## src/rtl/fwd_pkg.sv

```systemverilog
package fwd_pkg;
  typedef enum logic [1:0] {
    SEL_RF    = 2'd0,
    SEL_EXMEM = 2'd1,
    SEL_MEMWB = 2'd2
  } fwd_sel_e;
endpackage

```

## src/rtl/fwd_src_select.sv

```systemverilog
module fwd_src_select
  import fwd_pkg::*;
#(
  parameter int REG_W = 5
) (
  input  logic [REG_W-1:0] rs,
  input  logic [REG_W-1:0] ex_rd,
  input  logic             ex_we,
  input  logic [REG_W-1:0] mem_rd,
  input  logic             mem_we,
  input  logic             stall,
  output fwd_sel_e         sel_next
);
  logic hit_ex, hit_mem, rs_zero;

  always_comb begin
    rs_zero = (rs == '0);
    hit_ex  = ex_we  && !rs_zero && (ex_rd  == rs);
    hit_mem = mem_we && !rs_zero && (mem_rd == rs);
    // a bubble enters execute on a stall, so no bypass is needed
    if (stall)        sel_next = SEL_RF;
    else if (hit_ex)  sel_next = SEL_EXMEM;  // younger result first
    else if (hit_mem) sel_next = SEL_MEMWB;
    else              sel_next = SEL_RF;
  end
endmodule

```

## src/rtl/load_use_detect.sv

```systemverilog
module load_use_detect #(
  parameter int REG_W = 5,
  parameter int N_SRC = 2
) (
  input  logic [N_SRC-1:0][REG_W-1:0] rs,
  input  logic [REG_W-1:0]            ex_rd,
  input  logic                        ex_we,
  input  logic                        ex_is_load,
  output logic                        hit
);
  logic [N_SRC-1:0] per_src;

  for (genvar i = 0; i < N_SRC; i++) begin : g_src
    assign per_src[i] = (rs[i] == ex_rd);
  end

  assign hit = ex_is_load && ex_we && (ex_rd != '0) && (|per_src);
endmodule

```

## src/rtl/fwd_interlock_unit.sv

```systemverilog
module fwd_interlock_unit
  import fwd_pkg::*;
#(
  parameter int REG_W = 5
) (
  input  logic             clk,
  input  logic             rst,
  input  logic [REG_W-1:0] id_rs1,
  input  logic [REG_W-1:0] id_rs2,
  input  logic [REG_W-1:0] ex_rd,
  input  logic             ex_we,
  input  logic             ex_is_load,
  input  logic [REG_W-1:0] mem_rd,
  input  logic             mem_we,
  input  logic             mem_dacc,
  output logic [1:0]       fwd_a,
  output logic [1:0]       fwd_b,
  output logic             hold_pc_ifid,
  output logic             bubble_idex
);
  localparam int N_SRC = 2;

  logic [N_SRC-1:0][REG_W-1:0] src;
  fwd_sel_e [N_SRC-1:0]        sel_next;
  fwd_sel_e [N_SRC-1:0]        sel_q;
  logic                        lu_hit, stall;

  assign src[0] = id_rs1;
  assign src[1] = id_rs2;

  load_use_detect #(.REG_W(REG_W), .N_SRC(N_SRC)) u_lu (
    .rs(src), .ex_rd(ex_rd), .ex_we(ex_we), .ex_is_load(ex_is_load), .hit(lu_hit)
  );

  // structural stall from the shared port, or the load interlock
  assign stall        = lu_hit || mem_dacc;
  assign hold_pc_ifid = stall;
  assign bubble_idex  = stall;

  for (genvar i = 0; i < N_SRC; i++) begin : g_op
    fwd_src_select #(.REG_W(REG_W)) u_sel (
      .rs(src[i]), .ex_rd(ex_rd), .ex_we(ex_we), .mem_rd(mem_rd),
      .mem_we(mem_we), .stall(stall), .sel_next(sel_next[i])
    );
    always_ff @(posedge clk) begin
      if (rst) sel_q[i] <= SEL_RF;
      else     sel_q[i] <= sel_next[i];
    end
  end

  assign fwd_a = sel_q[0];
  assign fwd_b = sel_q[1];

  p_loaduse_stall_r7: assert property (@(posedge clk) disable iff (rst)
    (ex_is_load && ex_we && ex_rd != '0 && (ex_rd == id_rs1 || ex_rd == id_rs2))
      |-> (hold_pc_ifid && bubble_idex));

  p_memport_stall_r8: assert property (@(posedge clk) disable iff (rst)
    mem_dacc |-> (hold_pc_ifid && bubble_idex));

  p_stall_clears_r10: assert property (@(posedge clk) disable iff (rst)
    hold_pc_ifid |=> (fwd_a == 2'd0 && fwd_b == 2'd0));

  p_exmem_fwd_r2: assert property (@(posedge clk) disable iff (rst)
    (!hold_pc_ifid && ex_we && ex_rd != '0 && ex_rd == id_rs1) |=> (fwd_a == 2'd1));

  p_zero_src_r5: assert property (@(posedge clk) disable iff (rst)
    (id_rs2 == '0) |=> (fwd_b == 2'd0));
endmodule

```

## config.mk

```make
export PLATFORM = sky130hd
export DESIGN_NAME = fwd_interlock_unit
export DESIGN_NICKNAME = d
export VERILOG_FILES = /design/src/rtl/fwd_pkg.sv /design/src/rtl/fwd_src_select.sv /design/src/rtl/load_use_detect.sv /design/src/rtl/fwd_interlock_unit.sv
export SDC_FILE = /design/constraint.sdc
export NUM_CORES = 1
export LEC_CHECK = 0
export CELL_PAD_IN_SITES_DETAIL_PLACEMENT = 0
export CELL_PAD_IN_SITES_GLOBAL_PLACEMENT = 1
export CORE_ASPECT_RATIO = 0.9
export CORE_UTILIZATION = 22
export DETAILED_ROUTE_END_ITERATION = 6
export PLACE_DENSITY = 0.85
export REMOVE_ABC_BUFFERS = 1
export SKIP_CTS_REPAIR_TIMING = 1
export SLEW_MARGIN = 20
export SYNTH_ARGS = -nofsm -noshare
export SYNTH_HDL_FRONTEND = slang
export SYNTH_SLANG_ARGS = --single-unit
```

## constraint.sdc

```tcl
create_clock -name clk -period 3.1 [get_ports clk]
set_clock_uncertainty 0.05 [all_clocks]
set_input_delay 0.93 -clock clk [delete_from_list [all_inputs] [get_ports clk]]
set_output_delay 0.93 -clock clk [all_outputs]
set_load 0.1 [all_outputs]
```

Yosys cells after proc, flatten, opt, wreduce, memory -nomap -nowiden
Index checks and enable logic that the tools add are counted.

Memories: 0. Bits in writable memories: 0. Latch bits: 0. Register bits: 4. Output and inout port bits: 6. Input bits: 26. Memory bits (read-only): 0.

Div/mod/pow operators: 0. Bitwise operators: 0. Equality and inequality tests: 6. $add $sub $neg: 0. Shifts and indexed selects: 0. Reductions and logical operators: 21. $mul: 0. Order comparisons: 0. Mux-type cells: 4.

Operator list (number): 5-bit equality test (6); 1-bit logical AND (11); 5-bit logical NOT (2); 3-bit OR reduction (2); 5-bit nonzero test (1); 2-bit two-way mux (2); 2-bit OR reduction (2); 1-bit logical NOT (2); 1-bit two-way mux (2); 1-bit logical OR (1).

Logic depth before layout (Yosys ltp)
Word-level depth: 6. Depth in mapped cells: 6.

Cells and area by module
A second synthesis with hierarchy kept.

Cell total of the unflattened synthesis: 63. Area, all modules: 574.3 sq um.

By module, submodules not included: fwd_src_select (area an instance 161.4 sq um, times used 2, seq. area each 0.0 sq um, cells each 18); load_use_detect (area an instance 132.6 sq um, times used 1, seq. area each 0.0 sq um, cells each 17); fwd_interlock_unit (area an instance 118.9 sq um, times used 1, seq. area each 80.1 sq um, cells each 10).

Worst setup path after synthesis
No wires, ideal clock.

Path type: input to output. From: input id_rs1[2]. To: output hold_pc_ifid. Stages: 6. Slack: -0.691 ns. Arrival time: 2.811 ns. Required time: 2.120 ns. Path through: xor2_1 > nor3_1 > nand3_2 > a21oi_2 > or2_1 > buf_4.

Word-level cells in the longest chain between the ends: 4.

RTL lines: start, declared (line fwd_interlock_unit.sv:8) `input logic [REG_W-1:0] id_rs1,`; 5-bit equality test (line load_use_detect.sv:14) `assign per_src[i] = (rs[i] == ex_rd);`; 2-bit OR reduction (line load_use_detect.sv:17) `assign hit = ex_is_load && ex_we && (ex_rd != '0) && (|per_src);`; 1-bit logical AND (line load_use_detect.sv:17); 1-bit logical OR (line fwd_interlock_unit.sv:36) `assign stall = lu_hit || mem_dacc;`; end, declared (line fwd_interlock_unit.sv:18) `output logic hold_pc_ifid,`.

No other way between the ends.

Worst setup path after layout
From: input ex_rd[1]. To: output hold_pc_ifid.

Word-level cells in the longest chain between the ends: 4.

RTL lines: start, declared (line fwd_interlock_unit.sv:10) `input logic [REG_W-1:0] ex_rd,`; 5-bit equality test / 5-bit nonzero test (equally long branches) (line load_use_detect.sv:14, load_use_detect.sv:17); 2-bit OR reduction / 1-bit logical AND (equally long branches) (line load_use_detect.sv:17); 1-bit logical AND (*) (line load_use_detect.sv:17); 1-bit logical OR (*) (line fwd_interlock_unit.sv:36).

Mark *: on every way between the ends. The rest lies on a longest branch, timed or not.

==> summary.md <==
| Metric | Value |
|---|---|
| Synthesized netlist cell count | 49 |
| Antenna cell count | 0 |
| Starting density of the core | 24.64% |
| Switching power as a share of total power | 30.78% |
| Worst setup EP type | output pin |
| Signed area change from the synthesized netlist to the final layout | 123.2% |
| Number of different library cells in the post-synthesis netlist | 18 |
| Post-synthesis async set-or-reset flop share | 0% |
| Flop pwr share | 23.0% |
| Tightest slew margin relative to the limit | 81.69% |
| Synthesized flop and latch total | 4 |
| Start point of the critical path | ex_rd[1] |
| Die width | 48.69 um |
| Wire length after detailed routing | 1.309 mm |
| Achievable clock frequency | 310.9 MHz |
| Outcome | complete, but fails checks |
| Vias post-DR | 532 |
| CP max stage delay | 520 ps |
| Global placer's final weighted congestion | 0.8264 |
| Cell type with the largest total area after synthesis | sky130_fd_sc_hd__xor2_1 |
| HP Start | id_rs2[0] |
| WHS Path Cells | 5 |
| Worst path top cell family by delay | simple AND/OR/NAND/NOR gates |
| Count of nets after finishing | 127 |
| Buffers plus inverters on the worst setup path | 2 |
| TritonCTS clock tree | built |
| Leading post-synthesis cells by instance count | sky130_fd_sc_hd__xor2_1 (14), sky130_fd_sc_hd__xnor2_1 (6), sky130_fd_sc_hd__dfxtp_1 (4), sky130_fd_sc_hd__nor4_1 (4), sky130_fd_sc_hd__nor2_1 (3) |
| Register area share after synthesis | 18.55% |
| Average cell area after synthesis | 8.809 um2 |
| Cells traversed along the worst timing path | buf_6 > or4_4 > o211ai_2 > a21oi_2 > or2_4 > buf_12 |
| Number of failing hold endpoints at the final stage | 0 |
| Max FO, Critical Path | 2 |
| Avg WL per Cell | 10.64 um |
| Top-level port count | 32 |
| Design internal power | 0.0001565 W |
| Worst-path clk slew | 40 ps |
| # rows | 14 |
| Port bufs | 31 |
| Die height | 44.02 um |
| Final count of pins violating max slew | 0 |
| Leading cell type by number of instances after synthesis | sky130_fd_sc_hd__xor2_1 |
| Critical setup path kind | in2out |
| YS warnings | 0 |
| Post-synth EDFFs | 0 |
| Die Footprint | 0.002143 mm2 |
| Final setup slack of the worst path | -116.1 ps |
| Post-route cell area | 963.4 um2 |
| Share of Yosys cell area claimed by the top area cell type | 28.41% |
| Final Power | 0.0002260 W |
| DRT antenna net count | 0 |
| Combined area of all synthesized cells | 431.7 um2 |
| Clock buffer depth | 2 |
| Portion of total power attributed to combinational logic | 49.0% |
| Core outline area | 0.001752 mm2 |
| DP Wirelength | 1.155 mm |
| Starting DRT DRC Count | 5 |
| Vias in the first global route | 544 |
| Worst-case hold slack | 1149 ps |
| Least-Margin Pin Slew | 272.2 ps |
| Portion of the clock cycle consumed by the worst path in the final layout | 103.7% |
| Min-delay worst type | in2reg |
| CP Launch Type | input pin |
| Ratio of cells with drive above 1 in the final layout | 39.39% |
| Worst endpoint required time | 2120 ps |
| Initial antenna violation count | 0 |
| Clock Power Share | 27.9% |
| Overall routing resource usage | 13.68% |
| Final critical-path required period | 3216 ps |
| Arrival time worst endpoint | 2240 ps |
| Post-synth top flop | sky130_fd_sc_hd__dfxtp_1 |
| Grt ovf | 0 |
| Average vias per placed instance | 4.325 |
| Final count of negative-setup-slack endpoints | 2 |
| Leak | 0.4971 nW |
| Cell Pwr Density | 234.6 mW/mm2 |
| Pin count of the biggest net entering global routing | 5 |
| Root buffer cell | sky130_fd_sc_hd__clkbuf_4 |
| Hold Path Sink | fwd_b[1] |
| Failing checks | negative setup slack |
| Max Cap Violations | 0 |
| Detailed-router iteration count before antenna repair | 3 |
| Maximum level of the CTS H-tree | 1 |
| Global-route wire length before repair | 2.194 mm |
| Slowest library cell on the worst path | sky130_fd_sc_hd__or4_4 |
| Top cells by area, synth | sky130_fd_sc_hd__xor2_1 (28%), sky130_fd_sc_hd__dfxtp_1 (19%), sky130_fd_sc_hd__xnor2_1 (12%), sky130_fd_sc_hd__a2111oi_2 (7.0%), sky130_fd_sc_hd__nor4_1 (5.8%) |
| Drc violations | 0 |
| Inserted Clock Buffers | 3 |
| Unrepaired setup endpoints after global routing | true |
| Net Sw Power | 0.00006959 W |
| IR Drop Worst-Case VDD | 0.1525 mV |
| Placed Area | 894.6 um2 |
| Number of clock sinks seen by CTS | 4 |
per-stage QoR:
stage	util [%]	instances	worst slack, ps	setup TNS, ps
floorplan	-	48	-877.2	-1754
global placement	51.07	119	-464.8	-929.6
detailed placement	51.07	119	-492.4	-984.7
CTS	52.36	122	-490.8	-981.5
global route	55.00	123	-145.9	-291.7
finish	55.00	123	-116.1	-232.0
worst max-delay path by stage:
stage / endpoint / slack (ps) / cells past startpoint
finish: hold_pc_ifid / -120 / 6
global route: bubble_idex / -150 / 6
CTS: hold_pc_ifid / -490 / 6
detailed placement: hold_pc_ifid / -490 / 6
global placement: bubble_idex / -460 / 6
floorplan: bubble_idex / -880 / 5
cell families (layout without fill, tap and decap cells):
group	count (synthesis)	after routing	share of synthesized area [%]
AO/OA/AOI/OAI	4	4	11.88
XOR/XNOR	20	20	40.58
buffers and inverters	3	53	3.480
flip-flops	4	4	18.55
AND/OR/NAND/NOR	18	18	25.50
layout make-up:
cell class                 count  area (um2)
tap                           24       30.03
inverter                       2       7.507
multi-input combinational     42       356.6
timing repair buffer          48       466.7
clock buffer                   3       22.52
fill                         178       788.3
sequential                     4       80.08
power groups by stage:
stage / clock (W) / sequential (W) / combinational (W)
after floorplan: 0 / 0.0000549 / 0.0000386
after global placement: 0 / 0.0000529 / 0.000109
after detailed placement: 0 / 0.0000529 / 0.000110
after CTS: 0.0000668 / 0.0000521 / 0.000110
after global routing: 0.0000695 / 0.0000521 / 0.000119
final: 0.0000632 / 0.0000521 / 0.000111
cells in the final DEF (no fill, tap or decap):
master                            netlist  routed
sky130_fd_sc_hd__clkdlybuf4s50_1        0      11
sky130_fd_sc_hd__nor4_1                 4       4
sky130_fd_sc_hd__inv_1                  2       2
sky130_fd_sc_hd__or4_4                  1       1
sky130_fd_sc_hd__xnor2_2                0       1
sky130_fd_sc_hd__buf_12                 0       2
sky130_fd_sc_hd__nor3_2                 0       2
sky130_fd_sc_hd__buf_4                  1      21
sky130_fd_sc_hd__xor2_1                14      14
sky130_fd_sc_hd__clkbuf_4               0       3
sky130_fd_sc_hd__o211ai_2               1       1
sky130_fd_sc_hd__or2_4                  0       1
sky130_fd_sc_hd__dlymetal6s2s_1         0      11
sky130_fd_sc_hd__nand2_1                1       1
sky130_fd_sc_hd__nand3_1                1       1
sky130_fd_sc_hd__a21oi_2                1       1
sky130_fd_sc_hd__clkbuf_2               0       2
sky130_fd_sc_hd__or4_1                  2       2
sky130_fd_sc_hd__nand4_1                2       2
sky130_fd_sc_hd__a2111oi_2              2       2
sky130_fd_sc_hd__nor2_1                 3       3
sky130_fd_sc_hd__dfxtp_1                4       4
sky130_fd_sc_hd__nand3_2                1       1
sky130_fd_sc_hd__buf_6                  0       1
sky130_fd_sc_hd__xnor2_1                6       5
per-layer routing:
layer | routed length [um] | part of all wire, % | up-vias | global-route usage [%]
met5 | 0 | 0 | - | 0
met4 | 12 | 0.92 | 0 | 10.00
met3 | 70 | 5.3 | 2 | 2.062
met2 | 647 | 49 | 22 | 22.50
met1 | 579 | 44 | 233 | 16.60
li1 | - | - | 275 | -
flip-flops by register name (all words and copies together), names as in the netlist:
signal,cells
fwd_a,2
fwd_b,2
No activity file was read; power rests on OpenSTA's default activity.
